[src/rtl/ipi_mailbox_pkg.sv]
package ipi_mailbox_pkg;
  localparam int WORD_W   = 32;
  localparam int ACK_BIT  = 31;
  localparam int SEND_BIT = 30;
  localparam int PEND_BIT = 30;
  localparam int ID_LSB   = 16;
  localparam int ID_W     = 14;
  localparam int MSG_W    = 16;

  typedef logic [WORD_W-1:0] word_t;
  typedef logic [ID_W-1:0]   core_id_t;
  typedef logic [MSG_W-1:0]  msg_t;

  // Build a freshly delivered status word: pending set, sender and payload.
  function automatic word_t pack_status(core_id_t sender, msg_t payload);
    word_t w;
    w = '0;
    w[PEND_BIT] = 1'b1;
    w[ID_LSB +: ID_W] = sender;
    w[MSG_W-1:0] = payload;
    return w;
  endfunction
endpackage

[src/rtl/ipi_decode.sv]
module ipi_decode
  import ipi_mailbox_pkg::*;
#(
  parameter int NCORES = 4,
  parameter int ADDR_W = 8
) (
  input  logic                  req_valid,
  input  logic                  req_we,
  input  logic [ADDR_W-1:2]     req_word,
  input  word_t                 req_wdata,
  output logic [NCORES-1:0]     core_hit,
  output logic                  sel_status,
  output logic [NCORES-1:0]     ctrl_wr,
  output logic [NCORES-1:0]     send_hit,
  output logic [NCORES-1:0]     ack_hit,
  output core_id_t              sender_id
);
  localparam int IDX_W = ADDR_W - 3;

  logic [IDX_W-1:0] core_idx;
  core_id_t         dest_id;
  logic             idx_ok;
  logic             dest_ok;
  logic             any_ctrl_wr;

  assign core_idx   = req_word[ADDR_W-1:3];
  assign sel_status = req_word[2];
  assign dest_id    = req_wdata[ID_LSB +: ID_W];
  assign idx_ok     = int'(core_idx) < NCORES;
  assign dest_ok    = int'(dest_id) < NCORES;
  assign sender_id  = ID_W'(core_idx);
  assign any_ctrl_wr = |ctrl_wr;

  for (genvar i = 0; i < NCORES; i++) begin : g_core
    assign core_hit[i] = idx_ok && (core_idx == IDX_W'(i));
    assign ctrl_wr[i]  = req_valid && req_we && !sel_status && core_hit[i];
    assign send_hit[i] = any_ctrl_wr && req_wdata[SEND_BIT] && dest_ok &&
                         (dest_id == ID_W'(i));
    assign ack_hit[i]  = ctrl_wr[i] && req_wdata[ACK_BIT];
  end
endmodule

[src/rtl/ipi_core_slot.sv]
module ipi_core_slot
  import ipi_mailbox_pkg::*;
(
  input  logic     clk,
  input  logic     rst,
  input  logic     ctrl_wr,
  input  logic     send_hit,
  input  logic     ack_hit,
  input  core_id_t sender_id,
  input  word_t    wdata,
  output word_t    ctrl_q,
  output word_t    stat_q,
  output logic     irq
);
  word_t stat_d;

  // Delivery is applied first, then the acknowledge clears pending.
  always_comb begin
    stat_d = stat_q;
    if (send_hit) stat_d = pack_status(sender_id, wdata[MSG_W-1:0]);
    if (ack_hit)  stat_d[PEND_BIT] = 1'b0;
  end

  always_ff @(posedge clk) begin
    if (rst) begin
      ctrl_q <= '0;
      stat_q <= '0;
    end else begin
      if (ctrl_wr) ctrl_q <= wdata;
      stat_q <= stat_d;
    end
  end

  assign irq = stat_q[PEND_BIT];
endmodule

[src/rtl/ipi_readback.sv]
module ipi_readback
  import ipi_mailbox_pkg::*;
#(
  parameter int NCORES = 4
) (
  input  logic                    clk,
  input  logic                    rst,
  input  logic                    req_valid,
  input  logic                    req_we,
  input  logic [NCORES-1:0]       core_hit,
  input  logic                    sel_status,
  input  logic [NCORES-1:0][31:0] ctrl_all,
  input  logic [NCORES-1:0][31:0] stat_all,
  output logic                    rsp_ready,
  output word_t                   rsp_rdata
);
  word_t rd_mux;

  always_comb begin
    rd_mux = '0;
    for (int i = 0; i < NCORES; i++) begin
      if (core_hit[i]) rd_mux = sel_status ? stat_all[i] : ctrl_all[i];
    end
  end

  always_ff @(posedge clk) begin
    if (rst) begin
      rsp_ready <= 1'b0;
      rsp_rdata <= '0;
    end else begin
      rsp_ready <= req_valid;
      rsp_rdata <= (req_valid && !req_we) ? rd_mux : '0;
    end
  end
endmodule

[src/rtl/ipi_mailbox.sv]
module ipi_mailbox
  import ipi_mailbox_pkg::*;
#(
  parameter int NCORES = 4,
  parameter int ADDR_W = 8
) (
  input  logic              clk,
  input  logic              rst,
  input  logic              req_valid,
  input  logic              req_we,
  input  logic [ADDR_W-1:0] req_addr,
  input  logic [31:0]       req_wdata,
  output logic              rsp_ready,
  output logic [31:0]       rsp_rdata,
  output logic [NCORES-1:0] irq_o
);
  logic [NCORES-1:0]       core_hit;
  logic                    sel_status;
  logic [NCORES-1:0]       ctrl_wr;
  logic [NCORES-1:0]       send_hit;
  logic [NCORES-1:0]       ack_hit;
  core_id_t                sender_id;
  logic [NCORES-1:0][31:0] ctrl_all;
  logic [NCORES-1:0][31:0] stat_all;

  ipi_decode #(.NCORES(NCORES), .ADDR_W(ADDR_W)) u_decode (
    .req_valid (req_valid),
    .req_we    (req_we),
    .req_word  (req_addr[ADDR_W-1:2]),
    .req_wdata (req_wdata),
    .core_hit  (core_hit),
    .sel_status(sel_status),
    .ctrl_wr   (ctrl_wr),
    .send_hit  (send_hit),
    .ack_hit   (ack_hit),
    .sender_id (sender_id)
  );

  for (genvar i = 0; i < NCORES; i++) begin : g_slot
    ipi_core_slot u_slot (
      .clk      (clk),
      .rst      (rst),
      .ctrl_wr  (ctrl_wr[i]),
      .send_hit (send_hit[i]),
      .ack_hit  (ack_hit[i]),
      .sender_id(sender_id),
      .wdata    (req_wdata),
      .ctrl_q   (ctrl_all[i]),
      .stat_q   (stat_all[i]),
      .irq      (irq_o[i])
    );
  end

  ipi_readback #(.NCORES(NCORES)) u_readback (
    .clk       (clk),
    .rst       (rst),
    .req_valid (req_valid),
    .req_we    (req_we),
    .core_hit  (core_hit),
    .sel_status(sel_status),
    .ctrl_all  (ctrl_all),
    .stat_all  (stat_all),
    .rsp_ready (rsp_ready),
    .rsp_rdata (rsp_rdata)
  );
endmodule

[config.mk]
export PLATFORM = sky130hd
export DESIGN_NAME = ipi_mailbox
export DESIGN_NICKNAME = d
export VERILOG_FILES = /design/src/rtl/ipi_mailbox_pkg.sv /design/src/rtl/ipi_decode.sv /design/src/rtl/ipi_core_slot.sv /design/src/rtl/ipi_readback.sv /design/src/rtl/ipi_mailbox.sv
export SDC_FILE = /design/constraint.sdc
export NUM_CORES = 1
export LEC_CHECK = 0
export ABC_AREA = 1
export BUFFER_PORTS_ARGS = -buffer_cell sky130_fd_sc_hd__buf_2
export CAP_MARGIN = 10
export CORE_UTILIZATION = 46
export DETAILED_ROUTE_END_ITERATION = 12
export PLACE_DENSITY = 0.64
export SLEW_MARGIN = 20
export SYNTH_ARGS = -nofsm -noshare
export SYNTH_HDL_FRONTEND = slang
export SYNTH_SLANG_ARGS = --single-unit
[constraint.sdc]
create_clock -name clk -period 2 [get_ports clk]
set_input_delay 0 -clock clk [delete_from_list [all_inputs] [get_ports clk]]
set_output_delay 0 -clock clk [all_outputs]
set_load 0.01 [all_outputs]
* Word-level counts from Yosys, hierarchy flattened
Index checks and enable logic that the tools add are counted.
Word-level totals: flip-flop bits (word level) 249, logic and storage cells 62
Cells by class: order comparisons 2, eq/ne operators 6, muxes and demuxes 8, bitwise operators 1, reduce and logical (&&, ||, !) cells 31
Operators by type and width (number):
- $mux 32 | 8
- $eq 14x2->1 const B | 2
- $logic_and 1x1->1 | 21
- $eq 14x1->1 const B | 1
- $logic_not 14->1 | 1
- $lt 14x3->1 const B | 1
- $eq 5x2->1 const B | 2
- $reduce_or 2->1 | 5
- $eq 5x1->1 const B | 1
- $logic_not 5->1 | 1
- $lt 5x3->1 const B | 1
- $reduce_or 4->1 | 1
- $logic_not 1->1 | 2
- $not 1->1 | 1

* Longest topological paths before layout
Gate-level depths: netlist of the first run.
word-level depth 7, depth in mapped cells 10, gate-level depth less buffers 9

* Modules after synthesis
From an unflattened synthesis of the first run, not the netlist that was laid out.
Second synthesis, totals: cell total of the unflattened synthesis 2361, area, all modules 14742.9 um^2
Modules (own cells, without submodules):
- ipi_core_slot | instances 4, cells each 383, area each 2681.3 um^2
- ipi_readback | instances 1, cells each 764, area each 3664.8 um^2
- ipi_decode | instances 1, cells each 65, area each 352.8 um^2

* Least setup slack after synthesis of the first run
Ideal clock, no wire load.
path type input-to-reg, start input port req_wdata[22], end register g_slot[3].u_slot.stat_q[10], library setup time 0.110 ns, arrival 1.158 ns, required time 1.890 ns, setup slack 0.732 ns, stages on the path 9, path buffers 2, cell sequence nor2_1 -> and2_1 -> buf_2 -> nand2_1 -> nor2_1 -> buf_2 -> nand4_1 -> nand2_1 -> nor2_1
Between the ends: longest elaborated chain between the ends 3, elaborated cells on any way between the ends 4
RTL lines:
- start: declaration | line ipi_mailbox.sv:12 | input logic [31:0] req_wdata,
- $lt 14x3->1 | line ipi_decode.sv:30 | assign dest_ok = int'(dest_id) < NCORES;
- $logic_and 1x1->1 | line ipi_decode.sv:37 | assign send_hit[i] = any_ctrl_wr && req_wdata[SEND_BIT] && dest_ok &&
- $logic_and 1x1->1 (*) | line ipi_decode.sv:37
- end signal: assignment | line ipi_core_slot.sv:30 | stat_q <= stat_d;
- end: declaration | line ipi_core_slot.sv:12 | output word_t stat_q,
Mark *: on every way between the ends. The rest lies on a longest branch, timed or not. A chain may end at the register's enable or synchronous reset.

* Worst setup path after layout of the first run
start input port req_valid, end register g_slot[3].u_slot.ctrl_q[31]
Between the ends: longest elaborated chain between the ends 3
RTL lines:
- start: declaration | line ipi_mailbox.sv:9 | input logic req_valid,
- $logic_and 1x1->1 (3 in series) | line ipi_decode.sv:36 | assign ctrl_wr[i] = req_valid && req_we && !sel_status && core_hit[i];
- end signal: assignment | line ipi_core_slot.sv:29 | if (ctrl_wr) ctrl_q <= wdata;
- end: declaration | line ipi_core_slot.sv:11 | output word_t ctrl_q,
Every way passes these cells.

==> results of run 1 <==
## where the power goes
part           internal, uW  switching (uW)
logic                   172             346
clock network          3680            2060
registers              4970            5.12
## cells in the final DEF, fill, tap and decap left out, types with 26 or more instances in the layout
cell type        n
nand2_1        381
dfxtp_1        249
inv_1          216
o21ai_0        197
a21oi_1        144
nor2_1         141
buf_2           78
nand4_1         72
dlygate4sd3_1   38
buf_4           31
clkbuf_16       27
nand3_1         26
## worst reg2reg max path, stage by stage, from the launching register on
cell	delay (ns)
dfxtp_1	0.33
nand2_1	0.05
a21oi_1	0.15
dlygate4sd3_1	0.56
## routing by layer
layer,vias to the layer above,track usage [%]
met2,283,42.9
li1,5302,-
met1,4772,34.5
met4,0,6.30
met3,32,3.47
met5,-,0
## synthesized netlist by cell type
library cell / instances / area [um2]
nor3_2: 2 / 20.0
nor3_4: 2 / 32.5
clkbuf_2: 1 / 5.00
o211ai_1: 4 / 30.0
clkbuf_1: 46 / 173
buf_1: 14 / 52.6
a21oi_1: 144 / 721
o21ai_1: 8 / 40.0
buf_2: 44 / 220
dfxtp_1: 249 / 4980
inv_2: 6 / 22.5
nor2_4: 1 / 11.3
nor3b_1: 8 / 60.1
nand2_1: 383 / 1440
clkinv_1: 1 / 3.75
nand4_1: 72 / 450
nand3_2: 5 / 50.1
buf_4: 9 / 67.6
nor3_1: 2 / 10.0
inv_1: 217 / 815
a31oi_1: 22 / 138
nor2_2: 6 / 37.5
nand3_1: 26 / 130
nor2_1: 142 / 533
and2_1: 1 / 6.26
o21ai_0: 197 / 986
## worst max path at each step
stage                  startpoint                     endpoint  slack, ns  cells after the start
CTS                     req_valid  g_slot[3].u_slot.ctrl_q[31]       0.15                      9
detailed placement    req_addr[7]      u_readback.rsp_rdata[1]       0.31                      8
finish                  req_valid  g_slot[3].u_slot.ctrl_q[31]       0.12                      9
floorplan           req_wdata[22]  g_slot[3].u_slot.stat_q[10]       0.73                      9
global route            req_valid  g_slot[3].u_slot.ctrl_q[31]       0.01                      9
global placement      req_addr[7]      u_readback.rsp_rdata[4]       0.32                      8
## cell type report
type,count,area (um2),area share [%]
inverters,224,843,6.37
multi-input cells,1025,4720,35.7
flip-flops and latches,249,4980,37.6
repair buffers,160,1260,9.54
clock buffers,35,756,5.71
clock inverters,14,270,2.04
well taps,319,399,3.01
## registers in the layout, indices dropped and copies added (netlist names)
name                  cells
g_slot.u_slot.ctrl_q    128
u_readback.rsp_rdata     32
g_slot.u_slot.stat_q     88
u_readback.rsp_ready      1
## stage by stage
| stage | area [um2] | hold slack, ns |
|---|---|---|
| detailed placement | 11800 | 0.258 |
| finish | 13200 | 0.0559 |
| CTS | 13200 | 0.0353 |
| floorplan | 11000 | 0.0691 |
| global route | 13200 | 0.0627 |
| global placement | 11800 | 0.242 |
## cell families after synthesis
family | share of synthesized area [%]
AND/OR/NAND/NOR | 25.2
AO/OA/AOI/OAI | 17.3
buffers and inverters | 12.3
flip-flops | 45.2
==> impl_metrics.toml, run 1 <==
[run_status]
status = "finished, final reports clean"

[clock_network]
clk_pin_slew_ns = 0.07
cts_root_buf = "clkbuf_16"
clk_latency_ns = 0.54
cts_tree = "yes"
cts.sinks = 249
cts_made_buffers = 27
postCtsHoldBufs = 38
cts_buffer_depth = 3
ctsResizeCount = 0
cts_htree_levels = 1
cts_setup_buffers = 0

[worst_setup_path]
r2r_slack_ns = 0.85
critPathCaptureType = "flop"
crit_family = "buffers and inverters"
cp_data_arrival_time_ns = 2.35
worstSetupPathType = "primary input to flop"
r2r-end = "g_slot[3].u_slot.ctrl_q[31]"
worst-path-buf-inv = 4
reg2reg_from = "g_slot[3].u_slot.ctrl_q[31]"
critPathMaxStageDelay_ns = 0.56
cp_cell_sequence = "dlygate4sd3_1 -> buf_2 -> nand2_1 -> nor2_2 -> nand2_2 -> inv_1 -> nand2_1 -> a21oi_1 -> dlygate4sd3_1"
worst_ep_required_time_ns = 2.48
cp_max_fo = 15
cp_slowest_cell = "dlygate4sd3_1"
cp-start-kind = "primary input"
reg2regPathDepth = 3

[sta]
worst_slack_ns = 0.122
rsz0062_at_grt = "false"
worstMarginPinSlew_ns = 0.581
min_period_ns = 1.88
finalSetupViolations = 0
period_share_pct = 93.9
finalHoldViolCount = 0
tns_ns = 0
worst_clock_skew_ns = 0.00908
max-slew-margin-rel_pct = 61.3
drv_slew = 0
timing.fmax_mhz = 533

[die]
std_cell_rows = 56
die_w_um = 157
start_util_pct = 47.0
io_pins = 81
die_y_um = 157
die-area_um2 = 24600
core_um2 = 23500

[synth]
syn-num-nets = 1656
avgSynthCellArea_um2 = 6.85
synth_seq_cells = 249
netlist-cell-type-count = 26
yosys_warnings = 0
synth_seq_area_share_pct = 45.2
synth.cell_area_um2 = 11000
synthCells = 1612

[cells_and_area]
nets = 1731
diodes = 0
instances_no_fill = 2026
drive_gt1_share_pct = 11.5
fill_cells = 2263
area_growth_pct = 20.0
utilization_pct = 56.4

[routing]
wl_per_cell_um = 15.4
top_layer = "met4"
vias = 10400
via_per_inst = 5.13
wl_met3_um = 1790
wl_met1_um = 14400
drtAntennaViolNets = 0
drt_iter0_markers = 838
drc = 0
wl_um = 31300
first_pass_iters = 5
wl_met2_um = 14600

[grt]
grt_pass1_vias = 9382
grt_start_max_net_pins = 80
grt.total_usage_pct = 25.5
grt_pass1_wl_um = 49500
grt_overflow = 0
antenna_found_initial = 0

[min_path]
hold_class = "primary input to flop"
hp-start = "req_we"
hold_depth = 5
hold_end = "u_readback.rsp_rdata[15]"

[placement]
dp_slack_ns = 0.315
place_hpwl_um = 18100
portBuffers = 78
routabilityCongestion = 0.788
placed_cells = 1939

[pwr]
power_uw = 11200
leakagePower_uw = 0.00573
pwr_density_cell_nw_per_um2 = 849
ir_worst_vdd_uv = 612

[job]
maxCapViolations = 0
Note: power is estimated with default switching activity, not from simulation.
==> inputs of run 2 (changes only) <==
--- a/config.mk
+++ b/config.mk
@@ -8,9 +8,9 @@
 export ABC_AREA = 1
 export BUFFER_PORTS_ARGS = -buffer_cell sky130_fd_sc_hd__buf_2
 export CAP_MARGIN = 10
-export CORE_UTILIZATION = 46
+export CORE_UTILIZATION = 30
 export DETAILED_ROUTE_END_ITERATION = 12
-export PLACE_DENSITY = 0.64
+export PLACE_DENSITY = 0.45
 export SLEW_MARGIN = 20
 export SYNTH_ARGS = -nofsm -noshare
 export SYNTH_HDL_FRONTEND = slang
==> run 2 against run 1 <==
Design area is 0.10% higher. Routed wire length is 12% higher. Non-clock buffer count is 1 higher. Setup slack better by 0.18 ns. Critical endpoint is now g_slot[1].u_slot.stat_q[13].
==> impl_metrics.toml, run 2 (synthesis results as in run 1) <==
[run_status]
status = "finished, final reports clean"

[cells_and_area]
largest_reg_flops = 128
diodes = 0
area_growth_pct = 20.1
nets = 1734
top_regs = "g_slot.u_slot.ctrl_q (128), g_slot.u_slot.stat_q (88), u_readback.rsp_rdata (32)"
layout_commonest_cell = "nand2_1"
instances_no_fill = 2171
drive_gt1_share_pct = 11.2
top_register = "g_slot.u_slot.ctrl_q"
final_cell_mix = "nand2_1 (381), dfxtp_1 (249), inv_1 (216)"

[worst_setup_path]
worst_ep_required_time_ns = 2.48
worstSetupPathType = "primary input to flop"
reg2reg_from = "g_slot[3].u_slot.ctrl_q[6]"
critPathCaptureType = "flop"
cp-start-kind = "primary input"
cp_data_arrival_time_ns = 2.18
cp_max_fo = 19
cp-startpoint = "req_wdata[26]"

[clock_network]
cts_buffer_depth = 3
clk_pin_slew_ns = 0.06
cts_setup_buffers = 0
cts.sinks = 249
cts_made_buffers = 29
ctsResizeCount = 0
cts_htree_levels = 1
cts_tree = "yes"
clk_latency_ns = 0.55
postCtsHoldBufs = 38
cts_root_buf = "clkbuf_16"

[job]
maxCapViolations = 0

[sta]
min_period_ns = 1.70
max-slew-margin-rel_pct = 63.9
timing.fmax_mhz = 588
tns_ns = 0
worstMarginPinSlew_ns = 0.541
finalHoldViolCount = 0
drv_slew = 0
period_share_pct = 85.0
finalSetupViolations = 0
worst_clock_skew_ns = 0.0149
hold_ws_ns = 0.0846
rsz0062_at_grt = "false"

[die]
std_cell_rows = 69
io_pins = 81
die_y_um = 194
die_w_um = 194
start_util_pct = 30.7
core_um2 = 35900
die-area_um2 = 37600

[routing]
first_pass_iters = 5
via_per_inst = 4.68
vias = 10200
wl_um = 35100
drc = 0
drtAntennaViolNets = 0
drt_iter0_markers = 555
wl_per_cell_um = 16.2

[grt]
grt_pass1_vias = 9933
grt_pass1_wl_um = 55900
grt_overflow = 0
antenna_found_initial = 0
grt.total_usage_pct = 18.7
grt_start_max_net_pins = 85

[placement]
placed_cells = 2082
routabilityCongestion = 0.759
portBuffers = 78
place_hpwl_um = 20800

[pwr]
leakagePower_uw = 0.00566
ir_worst_vdd_uv = 602
pwr_density_cell_nw_per_um2 = 790

[min_path]
hp-start = "req_addr[2]"
hold_class = "primary input to flop"
[run 2: final cells by class]
type | count | area [um2]
sequential | 249 | 4980
inverter | 224 | 843
tap | 461 | 577
multi-input combinational | 1025 | 4720
clock buffer | 45 | 846
fill | 3894 | 22700
timing repair buffer | 161 | 1250
clock inverter | 6 | 33.8
[run 2: worst paths after layout]
kind	endpoint	slack (ns)	cells past startpoint
worst max-delay path	g_slot[1].u_slot.stat_q[13]	0.30	10
worst min-delay path	g_slot[3].u_slot.ctrl_q[19]	0.08	5
worst max register to register	u_readback.rsp_rdata[6]	0.88	4
worst min register to register	g_slot[3].u_slot.ctrl_q[1]	0.45	2
[run 2: stage by stage]
step / setup WS [ns] / util (%) / total power, uW / area (um2)
global placement: 0.338 / 33.4 / 5570 / 12000
global route: 0.171 / 36.9 / 10900 / 13300
detailed placement: 0.300 / 33.4 / 5570 / 12000
floorplan: 0.732 / - / 5350 / 11000
finish: 0.299 / 36.9 / 10500 / 13300
CTS: 0.330 / 36.9 / 10600 / 13300
[run 2: where the power goes]
group          leakage (uW)  switching (uW)  internal, uW  total (uW)
logic               0.00321             359           175         535
clock network      0.000436            2080          2870        4960
registers           0.00201            4.95          4970        4980
total               0.00566            2450          8020       10500
[run 2: worst max-delay path, stage by stage]
cell and delay (ns):
dlygate4sd3_1 0.54, buf_2 0.15, nor2_1 0.16, nand3_2 0.30, nor3_4 0.37, nand3_2 0.22, buf_12 0.23, nand2_1 0.07
inv_1 0.03, nor2_1 0.08
[run 2: layer usage]
layer	GRT usage [%]	up-vias	routed length [um]
met5	0	-	0
met4	4.77	0	655
met3	2.57	46	1340
met2	32.1	169	16600
met1	24.7	4653	16500
li1	-	5294	-
